--- src/rtl/irq_level_pkg.sv ---
package irq_level_pkg;
  localparam int NUM_SRC  = 7;
  localparam int IDX_W    = $clog2(NUM_SRC);
  localparam int SFR_W    = 8;
  localparam int BASE_PRIO_BITS = 6;

  localparam logic [SFR_W-1:0] ADDR_PRIO_BASE = 8'hB8;
  localparam logic [SFR_W-1:0] ADDR_PRIO_EXT  = 8'hB9;

  typedef enum logic [IDX_W-1:0] {
    SRC_EXT0 = 3'd0,
    SRC_TMR0 = 3'd1,
    SRC_EXT1 = 3'd2,
    SRC_TMR1 = 3'd3,
    SRC_SER  = 3'd4,
    SRC_TMR2 = 3'd5,
    SRC_I2C  = 3'd6
  } src_e;
endpackage

--- src/rtl/irq_prio_regs.sv ---
module irq_prio_regs
  import irq_level_pkg::*;
#(
  parameter int W        = SFR_W,
  parameter int BASE_N   = BASE_PRIO_BITS,
  parameter int EXT_N    = NUM_SRC - BASE_PRIO_BITS,
  parameter logic [W-1:0] A_BASE = ADDR_PRIO_BASE,
  parameter logic [W-1:0] A_EXT  = ADDR_PRIO_EXT
) (
  input  logic                    clk,
  input  logic                    rst_core_n,
  input  logic                    we,
  input  logic [W-1:0]            addr,
  input  logic [W-1:0]            wdata,
  output logic [W-1:0]            rdata,
  output logic [BASE_N+EXT_N-1:0] prio
);
  localparam logic [W-1:0] MASK_BASE = W'((1 << BASE_N) - 1);
  localparam logic [W-1:0] MASK_EXT  = W'((1 << EXT_N) - 1);

  logic [W-1:0] base_q, base_d;
  logic [W-1:0] ext_q, ext_d;
  logic         base_ce, ext_ce;

  always_comb begin
    base_ce = we && (addr == A_BASE);
    ext_ce  = we && (addr == A_EXT);
    base_d  = wdata & MASK_BASE;
    ext_d   = wdata & MASK_EXT;
  end

  always_ff @(posedge clk or negedge rst_core_n) begin
    if (!rst_core_n) begin
      base_q <= '0;
      ext_q  <= '0;
    end else begin
      if (base_ce) base_q <= base_d;
      if (ext_ce)  ext_q  <= ext_d;
    end
  end

  always_comb begin
    if (addr == A_BASE)      rdata = base_q;
    else if (addr == A_EXT)  rdata = ext_q;
    else                     rdata = '0;
    prio = {ext_q[EXT_N-1:0], base_q[BASE_N-1:0]};
  end


  base_write_chk: assert property (@(posedge clk) disable iff (!rst_core_n)
    (we && addr == A_BASE) |=> (prio[BASE_N-1:0] == $past(wdata[BASE_N-1:0])));


  ext_write_chk: assert property (@(posedge clk) disable iff (!rst_core_n)
    (we && addr == A_EXT) |=> (prio[BASE_N+EXT_N-1:BASE_N] == $past(wdata[EXT_N-1:0])));


  foreign_write_chk: assert property (@(posedge clk) disable iff (!rst_core_n)
    !(we && (addr == A_BASE || addr == A_EXT)) |=> $stable(prio));
endmodule

--- src/rtl/irq_req_merge.sv ---
module irq_req_merge
  import irq_level_pkg::*;
#(
  parameter int N = NUM_SRC
) (
  input  logic         ext0_flag,
  input  logic         tmr0_flag,
  input  logic         ext1_flag,
  input  logic         tmr1_flag,
  input  logic         ser_rx_flag,
  input  logic         ser_tx_flag,
  input  logic         tmr2_ovf_flag,
  input  logic         tmr2_ext_flag,
  input  logic [3:0]   i2c_flags,
  input  logic [N-1:0] enable,
  output logic [N-1:0] pend
);
  logic [N-1:0] raw;

  always_comb begin
    raw           = '0;
    raw[SRC_EXT0] = ext0_flag;
    raw[SRC_TMR0] = tmr0_flag;
    raw[SRC_EXT1] = ext1_flag;
    raw[SRC_TMR1] = tmr1_flag;
    raw[SRC_SER]  = ser_rx_flag | ser_tx_flag;
    raw[SRC_TMR2] = tmr2_ovf_flag | tmr2_ext_flag;
    raw[SRC_I2C]  = |i2c_flags;
    pend          = raw & enable;
  end
endmodule

--- src/rtl/irq_first_set.sv ---
module irq_first_set #(
  parameter int W  = 7,
  parameter int IW = (W > 1) ? $clog2(W) : 1
) (
  input  logic [W-1:0]  vec,
  output logic          found,
  output logic [IW-1:0] idx
);
  always_comb begin
    found = 1'b0;
    idx   = '0;
    for (int i = W - 1; i >= 0; i--) begin
      if (vec[i]) begin
        found = 1'b1;
        idx   = IW'(i);
      end
    end
  end
endmodule

--- src/rtl/irq_arbiter.sv ---
module irq_arbiter
  import irq_level_pkg::*;
#(
  parameter int N  = NUM_SRC,
  parameter int IW = IDX_W
) (
  input  logic [N-1:0]  pend,
  input  logic [N-1:0]  prio,
  output logic          valid,
  output logic [IW-1:0] idx
);
  localparam int LEVELS = 2;

  logic [LEVELS-1:0]   lvl_found;
  logic [IW-1:0]       lvl_idx [LEVELS];

  generate
    for (genvar lv = 0; lv < LEVELS; lv++) begin : g_level
      logic [N-1:0] lvl_vec;
      always_comb lvl_vec = (lv == 1) ? (pend & prio) : (pend & ~prio);
      irq_first_set #(.W(N), .IW(IW)) u_enc (
        .vec   (lvl_vec),
        .found (lvl_found[lv]),
        .idx   (lvl_idx[lv])
      );
    end
  endgenerate

  always_comb begin
    valid = |lvl_found;
    idx   = lvl_found[1] ? lvl_idx[1] : lvl_idx[0];
  end
endmodule

--- src/rtl/irq_level_arbiter.sv ---
module irq_level_arbiter
  import irq_level_pkg::*;
#(
  parameter int N  = NUM_SRC,
  parameter int IW = IDX_W,
  parameter int W  = SFR_W
) (
  input  logic          clk,
  input  logic          rst_n,
  input  logic          sfr_we,
  input  logic [W-1:0]  sfr_addr,
  input  logic [W-1:0]  sfr_wdata,
  output logic [W-1:0]  sfr_rdata,
  input  logic          ext0_flag,
  input  logic          tmr0_flag,
  input  logic          ext1_flag,
  input  logic          tmr1_flag,
  input  logic          ser_rx_flag,
  input  logic          ser_tx_flag,
  input  logic          tmr2_ovf_flag,
  input  logic          tmr2_ext_flag,
  input  logic          i2c_rx_flag,
  input  logic          i2c_tx_flag,
  input  logic          i2c_done_flag,
  input  logic          i2c_nack_flag,
  input  logic [N-1:0]  src_enable,
  output logic          irq_valid,
  output logic [IW-1:0] irq_index
);
  logic [1:0]    rst_sync_q;
  logic          rst_core_n;
  logic [N-1:0]  pend;
  logic [N-1:0]  prio;
  logic          sel_valid;
  logic [IW-1:0] sel_idx;
  logic          valid_q, valid_d;
  logic [IW-1:0] index_q, index_d;

  // asynchronous assert, synchronous release
  always_ff @(posedge clk or negedge rst_n) begin
    if (!rst_n) rst_sync_q <= '0;
    else        rst_sync_q <= {rst_sync_q[0], 1'b1};
  end
  always_comb rst_core_n = rst_sync_q[1];

  irq_prio_regs #(.W(W), .BASE_N(BASE_PRIO_BITS), .EXT_N(N - BASE_PRIO_BITS)) u_regs (
    .clk        (clk),
    .rst_core_n (rst_core_n),
    .we         (sfr_we),
    .addr       (sfr_addr),
    .wdata      (sfr_wdata),
    .rdata      (sfr_rdata),
    .prio       (prio)
  );

  irq_req_merge #(.N(N)) u_merge (
    .ext0_flag     (ext0_flag),
    .tmr0_flag     (tmr0_flag),
    .ext1_flag     (ext1_flag),
    .tmr1_flag     (tmr1_flag),
    .ser_rx_flag   (ser_rx_flag),
    .ser_tx_flag   (ser_tx_flag),
    .tmr2_ovf_flag (tmr2_ovf_flag),
    .tmr2_ext_flag (tmr2_ext_flag),
    .i2c_flags     ({i2c_nack_flag, i2c_done_flag, i2c_tx_flag, i2c_rx_flag}),
    .enable        (src_enable),
    .pend          (pend)
  );

  irq_arbiter #(.N(N), .IW(IW)) u_arb (
    .pend  (pend),
    .prio  (prio),
    .valid (sel_valid),
    .idx   (sel_idx)
  );

  always_comb begin
    valid_d = sel_valid;
    index_d = sel_valid ? sel_idx : '0;
  end

  always_ff @(posedge clk or negedge rst_core_n) begin
    if (!rst_core_n) begin
      valid_q <= 1'b0;
      index_q <= '0;
    end else begin
      valid_q <= valid_d;
      index_q <= index_d;
    end
  end

  always_comb begin
    irq_valid = valid_q;
    irq_index = index_q;
  end


  winner_pending_chk: assert property (@(posedge clk) disable iff (!rst_core_n)
    sel_valid |-> pend[sel_idx]);


  level_order_chk: assert property (@(posedge clk) disable iff (!rst_core_n)
    (sel_valid && !prio[sel_idx]) |-> ((pend & prio) == '0));


  natural_order_chk: assert property (@(posedge clk) disable iff (!rst_core_n)
    sel_valid |-> ((pend & (prio[sel_idx] ? prio : ~prio)
                    & ((N'(1) << sel_idx) - N'(1))) == '0));


  idle_chk: assert property (@(posedge clk) disable iff (!rst_core_n)
    (pend == '0) |=> !irq_valid);


  output_lag_chk: assert property (@(posedge clk) disable iff (!rst_core_n)
    (pend != '0) |=> (irq_valid && irq_index == $past(sel_idx)));
endmodule

--- config.mk ---
export PLATFORM = sky130hd
export DESIGN_NAME = irq_level_arbiter
export DESIGN_NICKNAME = d
export VERILOG_FILES = /design/src/rtl/irq_level_pkg.sv /design/src/rtl/irq_prio_regs.sv /design/src/rtl/irq_req_merge.sv /design/src/rtl/irq_first_set.sv /design/src/rtl/irq_arbiter.sv /design/src/rtl/irq_level_arbiter.sv
export SDC_FILE = /design/constraint.sdc
export NUM_CORES = 1
export LEC_CHECK = 0
export BUFFER_PORTS_ARGS = -buffer_cell sky130_fd_sc_hd__buf_4
export CAP_MARGIN = 0
export CELL_PAD_IN_SITES_DETAIL_PLACEMENT = 1
export CELL_PAD_IN_SITES_GLOBAL_PLACEMENT = 1
export CORE_UTILIZATION = 29
export CTS_CLUSTER_DIAMETER = 30
export CTS_CLUSTER_SIZE = 8
export DETAILED_ROUTE_END_ITERATION = 10
export PLACE_DENSITY = 0.86
export SYNTH_ARGS = -nofsm -noshare
export SYNTH_HDL_FRONTEND = slang
export SYNTH_SLANG_ARGS = --single-unit
--- constraint.sdc ---
create_clock -name clk -period 1.15 [get_ports clk]
set_input_delay 0.1725 -clock clk [delete_from_list [all_inputs] [get_ports clk]]
set_output_delay 0.1725 -clock clk [all_outputs]
set_load 0.05 [all_outputs]
==> results.py <==
metrics = {
    "status": {
        "status": "finished with violations",
        "failed_checks": "negative setup slack",
    },
    "worst_setup_path": {
        "max_stage_delay_ns": 0.40,
        "required_ns": 1.31,
        "path_class": "register to register",
        "path_depth": 5,
        "endpoint_kind": "register",
        "rr_endpoint": "irq_index[0]$_DFF_PN0_",
        "r2r_start": "u_regs.base_q[5]$_DFFE_PN0P_",
        "path_cells": "o211ai_1 > or2b_4 > a311oi_4 > xnor2_1 > o22a_1",
        "critPathLaunchType": "register",
        "crit_path_end": "irq_index[0]$_DFF_PN0_",
        "crit_fanout": 3,
        "path_buf_inv": 0,
        "ff2ff_setup_slack_ns": -0.45,
        "rr_worst_depth": 5,
        "crit_slowest_cell": "dfrtp_1",
        "cp_top_family": "compound AO/OA/AOI/OAI gates",
        "cp-startpoint": "u_regs.base_q[5]$_DFFE_PN0P_",
        "critPathArrivalTime_ns": 1.76,
    },
    "worst_hold_path": {
        "hold_class": "input pin to register",
    },
    "pwr": {
        "clkPwrFrac_pct": 22.8,
        "p_int_mw": 0.851,
        "ir_drop_v": 0.000739,
        "p_sw_share_pct": 32.4,
        "p_comb_share_pct": 36.5,
        "p_per_area_nw_per_um2": 800,
        "p_seq_share_pct": 40.7,
        "p_leak_nw": 0.771,
        "total_power_mw": 1.26,
        "p_sw_mw": 0.409,
    },
    "clocking": {
        "clock_latency_ns": 0.27,
        "cts_buffer_depth": 2,
        "root_buffer": "clkbuf_4",
        "cts_tree": "yes",
        "clkSlewWorstSetupHoldPaths_ns": 0.08,
        "cts_made_buffers": 3,
        "cts_sinks": 13,
        "htree_levels": 1,
    },
    "floorplanning": {
        "rows": 18,
        "io-pin-count": 50,
        "die_h_um": 54.3,
        "coreArea_sq_um": 2520,
        "initial_core_util_pct": 31.4,
        "die_area_sq_um": 2950,
        "die_w_um": 54.3,
    },
    "finish": {
        "nFillCells": 278,
        "antenna_cells": 0,
        "fin_util_pct": 62.5,
        "nets": 196,
        "layout_commonest_cell": "buf_4",
        "drive_gt1_share_pct": 67.5,
        "syn2layout_area_growth_pct": 98.6,
        "mostFrequentLayoutCells": "buf_4 (59), dfrtp_1 (13), buf_6 (9)",
    },
    "timing": {
        "fmax_mhz": 627,
        "setup_viol": 13,
        "fin_skew_ns": 0.00366,
        "drv_slew": 0,
        "hold_viol_final": 0,
        "fin_ws_ns": -0.446,
        "worst_hold_slack_ns": 0.132,
        "post-route-period-util_pct": 139,
        "period_needed_ns": 1.60,
        "rsz0062_at_grt": "true",
    },
    "placed_design": {
        "gp_congestion": 0.776,
        "dp_hpwl_mm": 2.50,
        "port_buffers": 45,
        "post-place-ws_ns": -0.550,
    },
    "drt": {
        "wirelength_mm": 3.83,
        "wire_per_inst_um": 20.5,
        "postRouteAntennaNets": 0,
        "first_pass_iters": 4,
        "drt_iter0_drc": 10,
        "route.detailed.drc": 0,
        "vias": 986,
        "via_per_inst": 5.27,
    },
    "synthesis": {
        "yosysSeqAreaShare_pct": 41.0,
        "post_synth.cell_area_avg_sq_um": 9.92,
        "synth_top_area_cell": "dfrtp_1",
        "synthCells": 80,
        "yosysWarnings": 0,
        "ys_types": 30,
        "yosys_register_bits": 13,
        "synth_top_area_share_pct": 41.0,
        "synth.top_cells.by_area": "dfrtp_1 (41%), mux2_2 (9.9%), and2_1 (4.7%)",
        "netlist_area_sq_um": 793,
    },
    "global_routing": {
        "grt_pass1_wl_mm": 5.63,
        "antenna_found_initial": 0,
        "grt_start_max_net_pins": 12,
        "overflow": 0,
        "track_usage_pct": 29.1,
        "grt_pass1_vias": 1126,
    },
    "run": {
        "drv_cap": 0,
    },
}
==> stage by stage <==
stage	TNS (ns)	area [sq um]	instances
3_3_place_gp	-3.94	1330	172
5_1_grt	-3.31	1580	187
2_1_floorplan	-0.965	835	81
6_report	-2.80	1580	187
3_5_place_dp	-4.63	1330	172
4_1_cts	-2.21	1530	185
==> how the worst min path moves through the flow <==
stage,from,to,slack (ns),cells after the start
6_report,sfr_wdata[3],u_regs.base_q[3]$_DFFE_PN0P_,0.13,2
5_1_grt,sfr_wdata[2],u_regs.base_q[2]$_DFFE_PN0P_,0.13,2
4_1_cts,sfr_wdata[5],u_regs.base_q[5]$_DFFE_PN0P_,0.12,2
3_5_place_dp,rst_n,rst_sync_q[0]$_DFF_PN0_,-0.04,1
3_3_place_gp,rst_n,rst_sync_q[0]$_DFF_PN0_,-0.04,1
2_1_floorplan,rst_n,rst_sync_q[0]$_DFF_PN0_,-0.12,0
==> cells in the mapped netlist <==
library cell	count
or4_4	1
buf_4	2
nand2_1	9
nor2_1	7
xnor2_1	1
nor2b_1	1
o211ai_1	1
and4b_1	1
o22a_1	1
o21bai_1	1
mux2_2	7
mux2i_1	1
dfrtp_1	13
a311oi_4	1
and2_1	6
o21ai_0	5
nor4_2	1
nand3_1	5
a221oi_1	1
o221a_2	1
o211a_1	1
o22ai_1	3
a21oi_1	1
conb_1	2
nand4_1	1
a211oi_1	1
a311o_1	1
or2b_2	1
and3b_1	1
nand3b_1	2
==> per-layer routing <==
metal / vias up / part of all wire [%] / global-route usage (%)
met4: 0 / 4.0 / 11.1
li1: 452 / - / -
met3: 16 / 4.5 / 7.50
met5: - / 0 / 0
met2: 47 / 55 / 55.5
met1: 471 / 36 / 29.7
==> power by group through the flow <==
stage	sequential (mW)	clock, mW	combinational [mW]
detailed placement	0.521	0	0.390
global route	0.518	0.308	0.483
finish	0.513	0.288	0.460
CTS	0.513	0.295	0.427
floorplan	0.579	0	0.123
global placement	0.518	0	0.370
==> layout make-up <==
cell class,instances,area [sq um],share of cell area (%)
Timing Repair Buffer,74,629,40.0
Multi-Input combinational cell,66,557,35.3
Sequential cell,13,325,20.7
Tap cell,30,37.5,2.38
Clock buffer,4,26.3,1.67
==> kinds of logic after synthesis <==
logic type | Yosys count | share of synthesized area, %
AO/OA/AOI/OAI | 18 | 18.5
other | 2 | 0.947
AND/OR/NAND/NOR | 36 | 25.4
multiplexers | 8 | 11.2
XOR/XNOR | 1 | 1.10
flip-flops | 13 | 41.0
buffers and inverters | 2 | 1.89
==> state kept, by name, summed over array words and instances (netlist names) <==
signal / cells
u_regs.ext_q: 1
irq_valid: 1
u_regs.base_q: 6
irq_index: 3
rst_sync_q: 2
==> timing repair <==
action	in CTS	in global routing
setup buffers	9	4
hold endpoints to repair	2	0
pin swaps	2	6
gates resized for setup	25	7
hold buffers	1	0
endpoints found under the setup margin	10	16
==> worst reg2reg max path, cell delays in order, from the launching register on <==
cell and delay (ns):
dfrtp_1 0.40, o211ai_1 0.15, or2b_4 0.34, a311oi_4 0.31, xnor2_1 0.12, o22a_1 0.17
No activity file was read; power rests on OpenSTA's default activity.
